<file path="src/rtl/vme_resp_pkg.sv">
package vme_resp_pkg;

  typedef enum logic [2:0] {
    ST_IDLE,
    ST_WAIT_DS,
    ST_SETTLE,
    ST_REQ,
    ST_ACK,
    ST_ERR
  } resp_state_e;

  typedef struct packed {
    logic       legal;
    logic [3:0] be;
  } lane_t;

  localparam logic [5:0] AM_SGL_32 = 6'h09;
  localparam logic [5:0] AM_SGL_24 = 6'h39;
  localparam logic [5:0] AM_SGL_16 = 6'h29;

endpackage

</file>
<file path="src/rtl/vme_in_sync.sv">
module vme_in_sync #(
  parameter int               WIDTH     = 3,
  parameter int               STAGES    = 2,
  parameter logic [WIDTH-1:0] RESET_VAL = '1
) (
  input  logic             clk,
  input  logic             rst_n,
  input  logic [WIDTH-1:0] d,
  output logic [WIDTH-1:0] q
);

  logic [WIDTH-1:0] stage_q [STAGES];

  for (genvar i = 0; i < STAGES; i++) begin : g_stage
    if (i == 0) begin : g_first
      always_ff @(posedge clk or negedge rst_n) begin
        if (!rst_n) stage_q[i] <= RESET_VAL;
        else        stage_q[i] <= d;
      end
    end else begin : g_next
      always_ff @(posedge clk or negedge rst_n) begin
        if (!rst_n) stage_q[i] <= RESET_VAL;
        else        stage_q[i] <= stage_q[i-1];
      end
    end
  end

  assign q = stage_q[STAGES-1];

endmodule

</file>
<file path="src/rtl/vme_addr_match.sv">
module vme_addr_match
  import vme_resp_pkg::*;
#(
  parameter int          WIN_BITS = 8,
  parameter logic [15:0] BASE_A16 = 16'hC300,
  parameter logic [23:0] BASE_A24 = 24'h5A_0000,
  parameter logic [31:0] BASE_A32 = 32'h4200_0000
) (
  input  logic [5:0]  am,
  input  logic [31:2] addr,
  output logic        hit
);

  logic m32, m24, m16;

  always_comb begin
    m32 = (addr[31:WIN_BITS] == BASE_A32[31:WIN_BITS]);
    m24 = (addr[23:WIN_BITS] == BASE_A24[23:WIN_BITS]);
    m16 = (addr[15:WIN_BITS] == BASE_A16[15:WIN_BITS]);
    case (am)
      AM_SGL_32: hit = m32;
      AM_SGL_24: hit = m24;
      AM_SGL_16: hit = m16;
      default:   hit = 1'b0;
    endcase
  end

endmodule

</file>
<file path="src/rtl/vme_lane_map.sv">
module vme_lane_map
  import vme_resp_pkg::*;
(
  input  logic [3:0]  code,
  input  logic [31:0] bus_wr,
  input  logic [31:0] word_rd,
  output lane_t       lane,
  output logic [31:0] word_wr,
  output logic [31:0] bus_rd
);

  always_comb begin
    lane    = '0;
    word_wr = '0;
    bus_rd  = '0;
    case (code)
      4'b0101: begin
        lane            = '{legal: 1'b1, be: 4'b1000};
        word_wr[31:24]  = bus_wr[15:8];
        bus_rd[15:8]    = word_rd[31:24];
      end
      4'b1001: begin
        lane            = '{legal: 1'b1, be: 4'b0100};
        word_wr[23:16]  = bus_wr[7:0];
        bus_rd[7:0]     = word_rd[23:16];
      end
      4'b0111: begin
        lane            = '{legal: 1'b1, be: 4'b0010};
        word_wr[15:8]   = bus_wr[15:8];
        bus_rd[15:8]    = word_rd[15:8];
      end
      4'b1011: begin
        lane            = '{legal: 1'b1, be: 4'b0001};
        word_wr[7:0]    = bus_wr[7:0];
        bus_rd[7:0]     = word_rd[7:0];
      end
      4'b0001: begin
        lane            = '{legal: 1'b1, be: 4'b1100};
        word_wr[31:16]  = bus_wr[15:0];
        bus_rd[15:0]    = word_rd[31:16];
      end
      4'b0011: begin
        lane            = '{legal: 1'b1, be: 4'b0011};
        word_wr[15:0]   = bus_wr[15:0];
        bus_rd[15:0]    = word_rd[15:0];
      end
      4'b0000: begin
        lane            = '{legal: 1'b1, be: 4'b1111};
        word_wr         = bus_wr;
        bus_rd          = word_rd;
      end
      default: lane = '0;
    endcase
  end

endmodule

</file>
<file path="src/rtl/vme_slave_responder.sv">
module vme_slave_responder
  import vme_resp_pkg::*;
#(
  parameter int          WIN_BITS    = 8,
  parameter logic [15:0] BASE_A16    = 16'hC300,
  parameter logic [23:0] BASE_A24    = 24'h5A_0000,
  parameter logic [31:0] BASE_A32    = 32'h4200_0000,
  parameter int          SYNC_STAGES = 2,
  localparam int         IDX_W       = WIN_BITS - 2
) (
  input  logic             clk,
  input  logic             rst_n,
  input  logic             vme_as_n,
  input  logic [1:0]       vme_ds_n,
  input  logic             vme_write_n,
  input  logic             vme_lword_n,
  input  logic [5:0]       vme_am,
  input  logic [31:1]      vme_addr,
  input  logic [31:0]      vme_data_i,
  output logic [31:0]      vme_data_o,
  output logic             vme_data_oe,
  output logic             vme_dtack_low,
  output logic             vme_berr_low,
  output logic             reg_req,
  output logic             reg_we,
  output logic [IDX_W-1:0] reg_idx,
  output logic [3:0]       reg_be,
  output logic [31:0]      reg_wdata,
  input  logic [31:0]      reg_rdata
);

  // reset: asserted at once, released through two flops
  logic [1:0] rst_pipe_q;
  logic       rst_int_n;

  always_ff @(posedge clk or negedge rst_n) begin
    if (!rst_n) rst_pipe_q <= 2'b00;
    else        rst_pipe_q <= {rst_pipe_q[0], 1'b1};
  end
  assign rst_int_n = rst_pipe_q[1];

  // strobe synchronizer
  logic [2:0] strb_s;
  logic       as_s;
  logic [1:0] ds_s;

  vme_in_sync #(
    .WIDTH    (3),
    .STAGES   (SYNC_STAGES),
    .RESET_VAL(3'b111)
  ) u_sync (
    .clk  (clk),
    .rst_n(rst_int_n),
    .d    ({vme_as_n, vme_ds_n}),
    .q    (strb_s)
  );

  assign as_s = strb_s[2];
  assign ds_s = strb_s[1:0];

  // address decode on live lines (stable before the strobe)
  logic addr_hit;

  vme_addr_match #(
    .WIN_BITS(WIN_BITS),
    .BASE_A16(BASE_A16),
    .BASE_A24(BASE_A24),
    .BASE_A32(BASE_A32)
  ) u_match (
    .am  (vme_am),
    .addr(vme_addr[31:2]),
    .hit (addr_hit)
  );

  // state and captured cycle context
  resp_state_e      state_q, state_d;
  logic             as_prev_q;
  logic [IDX_W-1:0] idx_q;
  logic             write_q, a1_q, lword_q;
  logic [5:0]       am_q;
  logic [3:0]       code_q;
  logic [31:0]      wbus_q, rd_q;

  logic             as_fall;
  logic             hdr_le, code_le, rd_le;
  logic [3:0]       code_sel;
  lane_t            lane;
  logic [31:0]      word_wr, bus_rd;

  assign as_fall  = as_prev_q & ~as_s;
  assign hdr_le   = (state_q == ST_IDLE) && as_fall;
  assign code_le  = (state_q == ST_SETTLE);
  assign rd_le    = (state_q == ST_REQ) && !write_q;
  assign code_sel = (state_q == ST_SETTLE) ? {ds_s, a1_q, lword_q} : code_q;

  vme_lane_map u_lane (
    .code   (code_sel),
    .bus_wr (wbus_q),
    .word_rd(rd_q),
    .lane   (lane),
    .word_wr(word_wr),
    .bus_rd (bus_rd)
  );

  // next state
  always_comb begin
    state_d = state_q;
    case (state_q)
      ST_IDLE:    if (as_fall && addr_hit) state_d = ST_WAIT_DS;
      ST_WAIT_DS: begin
        if (as_s)                 state_d = ST_IDLE;
        else if (ds_s != 2'b11)   state_d = ST_SETTLE;
      end
      ST_SETTLE: begin
        if (as_s)                 state_d = ST_IDLE;
        else if (ds_s == 2'b11)   state_d = ST_WAIT_DS;
        else if (lane.legal)      state_d = ST_REQ;
        else                      state_d = ST_ERR;
      end
      ST_REQ:     state_d = ST_ACK;
      ST_ACK,
      ST_ERR:     if (ds_s == 2'b11) state_d = ST_IDLE;
      default:    state_d = ST_IDLE;
    endcase
  end

  // registers
  always_ff @(posedge clk or negedge rst_int_n) begin
    if (!rst_int_n) begin
      state_q   <= ST_IDLE;
      as_prev_q <= 1'b1;
      idx_q     <= '0;
      write_q   <= 1'b1;
      a1_q      <= 1'b0;
      lword_q   <= 1'b0;
      am_q      <= '0;
      code_q    <= '1;
      wbus_q    <= '0;
      rd_q      <= '0;
    end else begin
      state_q   <= state_d;
      as_prev_q <= as_s;
      if (hdr_le) begin
        idx_q   <= vme_addr[WIN_BITS-1:2];
        write_q <= ~vme_write_n;
        a1_q    <= vme_addr[1];
        lword_q <= vme_lword_n;
        am_q    <= vme_am;
      end
      if (code_le) begin
        code_q  <= code_sel;
        wbus_q  <= vme_data_i;
      end
      if (rd_le) begin
        rd_q    <= reg_rdata;
      end
    end
  end

  // outputs
  assign reg_req       = (state_q == ST_REQ);
  assign reg_we        = write_q;
  assign reg_idx       = idx_q;
  assign reg_be        = lane.be;
  assign reg_wdata     = word_wr;
  assign vme_dtack_low = (state_q == ST_ACK);
  assign vme_berr_low  = (state_q == ST_ERR);
  assign vme_data_oe   = (state_q == ST_ACK) && !write_q;
  assign vme_data_o    = bus_rd;

endmodule

</file>
<file path="config.mk">
export PLATFORM = sky130hd
export DESIGN_NAME = vme_slave_responder
export DESIGN_NICKNAME = d
export VERILOG_FILES = /design/src/rtl/vme_resp_pkg.sv /design/src/rtl/vme_in_sync.sv /design/src/rtl/vme_addr_match.sv /design/src/rtl/vme_lane_map.sv /design/src/rtl/vme_slave_responder.sv
export SDC_FILE = /design/constraint.sdc
export NUM_CORES = 1
export LEC_CHECK = 0
export ABC_AREA = 0
export CELL_PAD_IN_SITES_DETAIL_PLACEMENT = 0
export CELL_PAD_IN_SITES_GLOBAL_PLACEMENT = 1
export CORE_MARGIN = 2
export CORE_UTILIZATION = 30
export CTS_BUF_LIST = sky130_fd_sc_hd__clkbuf_4 sky130_fd_sc_hd__clkbuf_8
export CTS_CLUSTER_SIZE = 14
export DETAILED_ROUTE_END_ITERATION = 16
export GPL_TIMING_DRIVEN = 0
export PLACE_DENSITY = 0.81
export SETUP_SLACK_MARGIN = 0.05
export SLEW_MARGIN = 25
export SYNTH_ARGS = -nofsm -noshare
export SYNTH_HDL_FRONTEND = slang
export SYNTH_SLANG_ARGS = --single-unit
</file>
<file path="constraint.sdc">
create_clock -name clk -period 2.8 [get_ports clk]
set_input_delay 0.84 -clock clk [delete_from_list [all_inputs] [get_ports clk]]
set_output_delay 0.84 -clock clk [all_outputs]
set_load 0.1 [all_outputs]
</file>
==> summary.txt <==
number of hold-repair buffers added at the cts stage: 0
source-to-sink clock delay at the later pin of the worst-skew pair: 0.36 ns
initial core utilization: 30.4%
count of warnings emitted by yosys: 0
number of failing setup endpoints in the final timing report: 68
shortest period the worst path allows: 3.17 ns
failing checks: setup timing
library cell appearing most often on the critical path: buf_6
Total Routed Length: 13.7 mm
number of pins with negative max-slew slack in the final report: 0
switch share: 25.9%
Cell variety after synth: 38
synthesis-to-layout area growth: 94.5%
R2R Path End: rd_q[23]$_DFFE_PN0P_
asr flop ratio synth: 100%
TritonCTS clock tree: done
I/O pin count: 187
critical-path maximum fanout: 6
clock network fraction of total power: 33.3%
launch point of the worst reg-to-reg path: state_q[0]$_DFFE_PN0P_
antenna violations before repair: 0
# clock sinks: 89
cell area after placement: 6480 µm²
count of fill cells added during filler insertion: 1066
first-pass detailed-route iteration total: 5
clock slew at reported path FFs: 0.08 ns
Power per Cell Area: 311 nW/µm²
Max clock buf depth: 2
Antenna Nets Post-Route: 0
HPWL after DPL: 8.88 mm
kind of critical path: reg2out
total die area: 14900 µm²
leading register cell type out of synthesis: dfrtp_1
initial DRC count: 136
CTS buffer count: 9
sequential cell area: 2250 µm²
worst slew slack as a fraction of its limit: 34.9%
data arrival at the endpoint of the critical path: 2.33 ns
leading cell types by count after synthesis: dfrtp_1 (77), mux2_2 (67), and2_1 (34)
routability congestion estimate from global placement: 0.788
maximum number of pins on one net before global-route repair: 50
synthesized area divided by synthesized cell count: 12.2 µm²
area used by multi-input combinational logic: 2270 µm²
cell type with the highest aggregate area in the netlist: dfrtp_1
ordered list of cells on the worst path: buf_6 > nor3b_4 > buf_6 > mux2i_4 > buf_6 > nor2_4 > buf_12 > a22o_2 > buf_6
cell class contributing the biggest share of worst-path delay: buffers and inverters
share of post-route cells with drive strength above 1: 53.1%
gate count of the mapped netlist: 342
row count: 43
top-area cell type share of the netlist area: 46.1%
Buf/Inv on CP: 5
net count after synthesis: 450
sequential-to-total area share from yosys stat: 53.7%
total gr overflow: 0
Cell Int Power: 1.87 mW
Netlist Area Pre-Place: 4180 µm²
number of global-route vias before repair: 3937
Leak: 3.79 nW
Port Buf Inserts: 186
share of the cycle needed by the critical path after routing: 113%
switching power summed over all nets: 656 µW
critical path endpoint category: primary output
Setup WS post-layout: -0.366 ns
Slowest Stage Delay on Critical Path: 0.38 ns
status: finished with violations
final routed wire length divided by cell count: 18.1 µm
placeable core region: 13700 µm²
Inserted Diodes: 0
final worst hold slack: 0.357 ns
setup repair after global routing missed its margin: true
power share of the sequential group: 53.5%
root buf cell: clkbuf_8
number of cells on the critical path: 9
global-route wire length before repair: 21.3 mm
number of vias per cell: 4.81
flop2flop setup slack: 0.73 ns
source of the critical timing path: state_q[0]$_DFFE_PN0P_
Fin Clk Skew: 0.0103 ns
required time worst endpoint: 1.96 ns
GRT Resource Usage Total: 18.6%
combinational power share: 13.2%
total number of vias: 3633
# nets final: 679
highest ir drop seen on vdd: 0.269 mV
number of hold violations in the final report: 0
category of the worst setup path launch point: register
transition time at the pin with the least slew margin: 0.975 ns
final core utilization: 59.2%
most numerous cell in the Yosys netlist: dfrtp_1
Power Total: 2.53 mW
master of the slowest instance on the critical path: dfrtp_1
Critical path destination: vme_data_o[13]
area of all placed cells without fillers: 8120 µm²
f_max: 0.316 GHz
cells taking the most area after synthesis: dfrtp_1 (46%), mux2_2 (18%), dfstp_2 (7.6%)
class of the most critical hold timing path: reg2reg
H-tree levels: 3
die height: 122 µm
number of flops mapped to enable cells by yosys: 0
worst reg-to-reg path cell count: 6
number of remaining DRC errors: 0
Horiz. Die Dim: 122 µm
number of storage elements in the synthesis netlist: 89
number of maximum-capacitance constraint violations: 0
## logic make-up after synthesis
family / after synthesis / synth area share, %
AND/OR/NAND/NOR: 107 / 14.1
flip-flops: 89 / 53.7
multiplexers: 70 / 19.1
AO/OA/AOI/OAI: 52 / 9.92
buffers and inverters: 23 / 3.15
other: 1 / 0.0898
## how the worst min path moves through the flow
stage	from	end	cells past startpoint
floorplan	rst_pipe_q[0]$_DFF_PN0_	rst_pipe_q[1]$_DFF_PN0_	0
global placement	rst_pipe_q[0]$_DFF_PN0_	rst_pipe_q[1]$_DFF_PN0_	0
detailed placement	rst_pipe_q[0]$_DFF_PN0_	rst_pipe_q[1]$_DFF_PN0_	0
CTS	u_sync.stage_q[4]$_DFF_PN1_	u_sync.q[1]$_DFF_PN1_	0
global route	u_sync.stage_q[4]$_DFF_PN1_	u_sync.q[1]$_DFF_PN1_	0
finish	u_sync.stage_q[4]$_DFF_PN1_	u_sync.q[1]$_DFF_PN1_	0
## registers in the layout, indices dropped and copies added (netlist names)
signal and flops:
rd_q 32, wbus_q 32, reg_idx 6, code_q 4
state_q 3, u_sync.q 3, u_sync.stage_q 3, rst_pipe_q 2
a1_q 1, as_prev_q 1, lword_q 1, reg_we 1
## per-stage QoR
| stage | worst slack [ns] | setup TNS, ns | cells |
|---|---|---|---|
| 3_3_place_gp | -1.21 | -141.19 | 708 |
| 2_1_floorplan | -0.243 | -3.93 | 342 |
| 5_1_grt | -0.444 | -24.47 | 756 |
| 3_5_place_dp | -1.20 | -73.45 | 709 |
| 6_report | -0.366 | -18.83 | 756 |
| 4_1_cts | -0.415 | -20.02 | 752 |
## cell type report
class	count	share of cell area (%)
Buffer	16	2.14
Clock buffer	14	2.07
Clock inverter	2	0.185
Inverter	2	0.123
Multi-Input combinational cell	230	28.0
Sequential cell	89	27.7
Tap cell	180	2.77
Timing Repair Buffer	223	37.0
## placed cells by master (no fill, tap or decap), drive strengths merged, types with 2 or more instances in the layout
cell,synthesis,final
a21o,2,2
a21oi,11,11
a22o,32,32
and2,34,34
buf,17,119
clkbuf,4,16
clkdlybuf4s15,0,4
clkdlybuf4s50,0,108
clkinvlp,0,2
dfrtp,77,77
dfstp,12,12
dlymetal6s2s,0,5
inv,2,2
mux2,67,67
mux2i,3,3
nand2,33,33
nand2b,3,3
nand3,2,2
nand4,4,4
nor2,9,9
nor3,9,9
nor4,5,5
nor4b,2,2
o21ai,2,2
o32ai,2,2
## per-layer routing
metal	GRT usage, %	vias to the layer above	wire, µm
li1	-	1683	-
met1	22.3	1810	5520
met2	32.6	118	7170
met3	4.35	22	708
met4	6.61	0	259
met5	0	-	0
## worst reg2reg max path, delay by kind of cell (launching register included)
family        cells  cell delay [ns]
mux               1             0.38
simple gates      2             0.60
buf+inv           3             0.64
flops             1             0.35
## what timing repair did
action,in CTS,in global routing
setup endpoints to repair,73,73
cloned,6,1
pin swaps,13,11
resized for setup,686,41
hold endpoints to repair,0,0
buffers inserted,25,7
## power groups by stage
| stage | registers, mW | logic (mW) | clock network (mW) |
|---|---|---|---|
| 2_1_floorplan | 1.47 | 0.0395 | 0 |
| 3_3_place_gp | 1.38 | 0.323 | 0 |
| 3_5_place_dp | 1.37 | 0.339 | 0 |
| 4_1_cts | 1.35 | 0.336 | 0.874 |
| 5_1_grt | 1.36 | 0.351 | 0.934 |
| 6_report | 1.35 | 0.334 | 0.842 |
No activity file was read; power rests on OpenSTA's default activity.
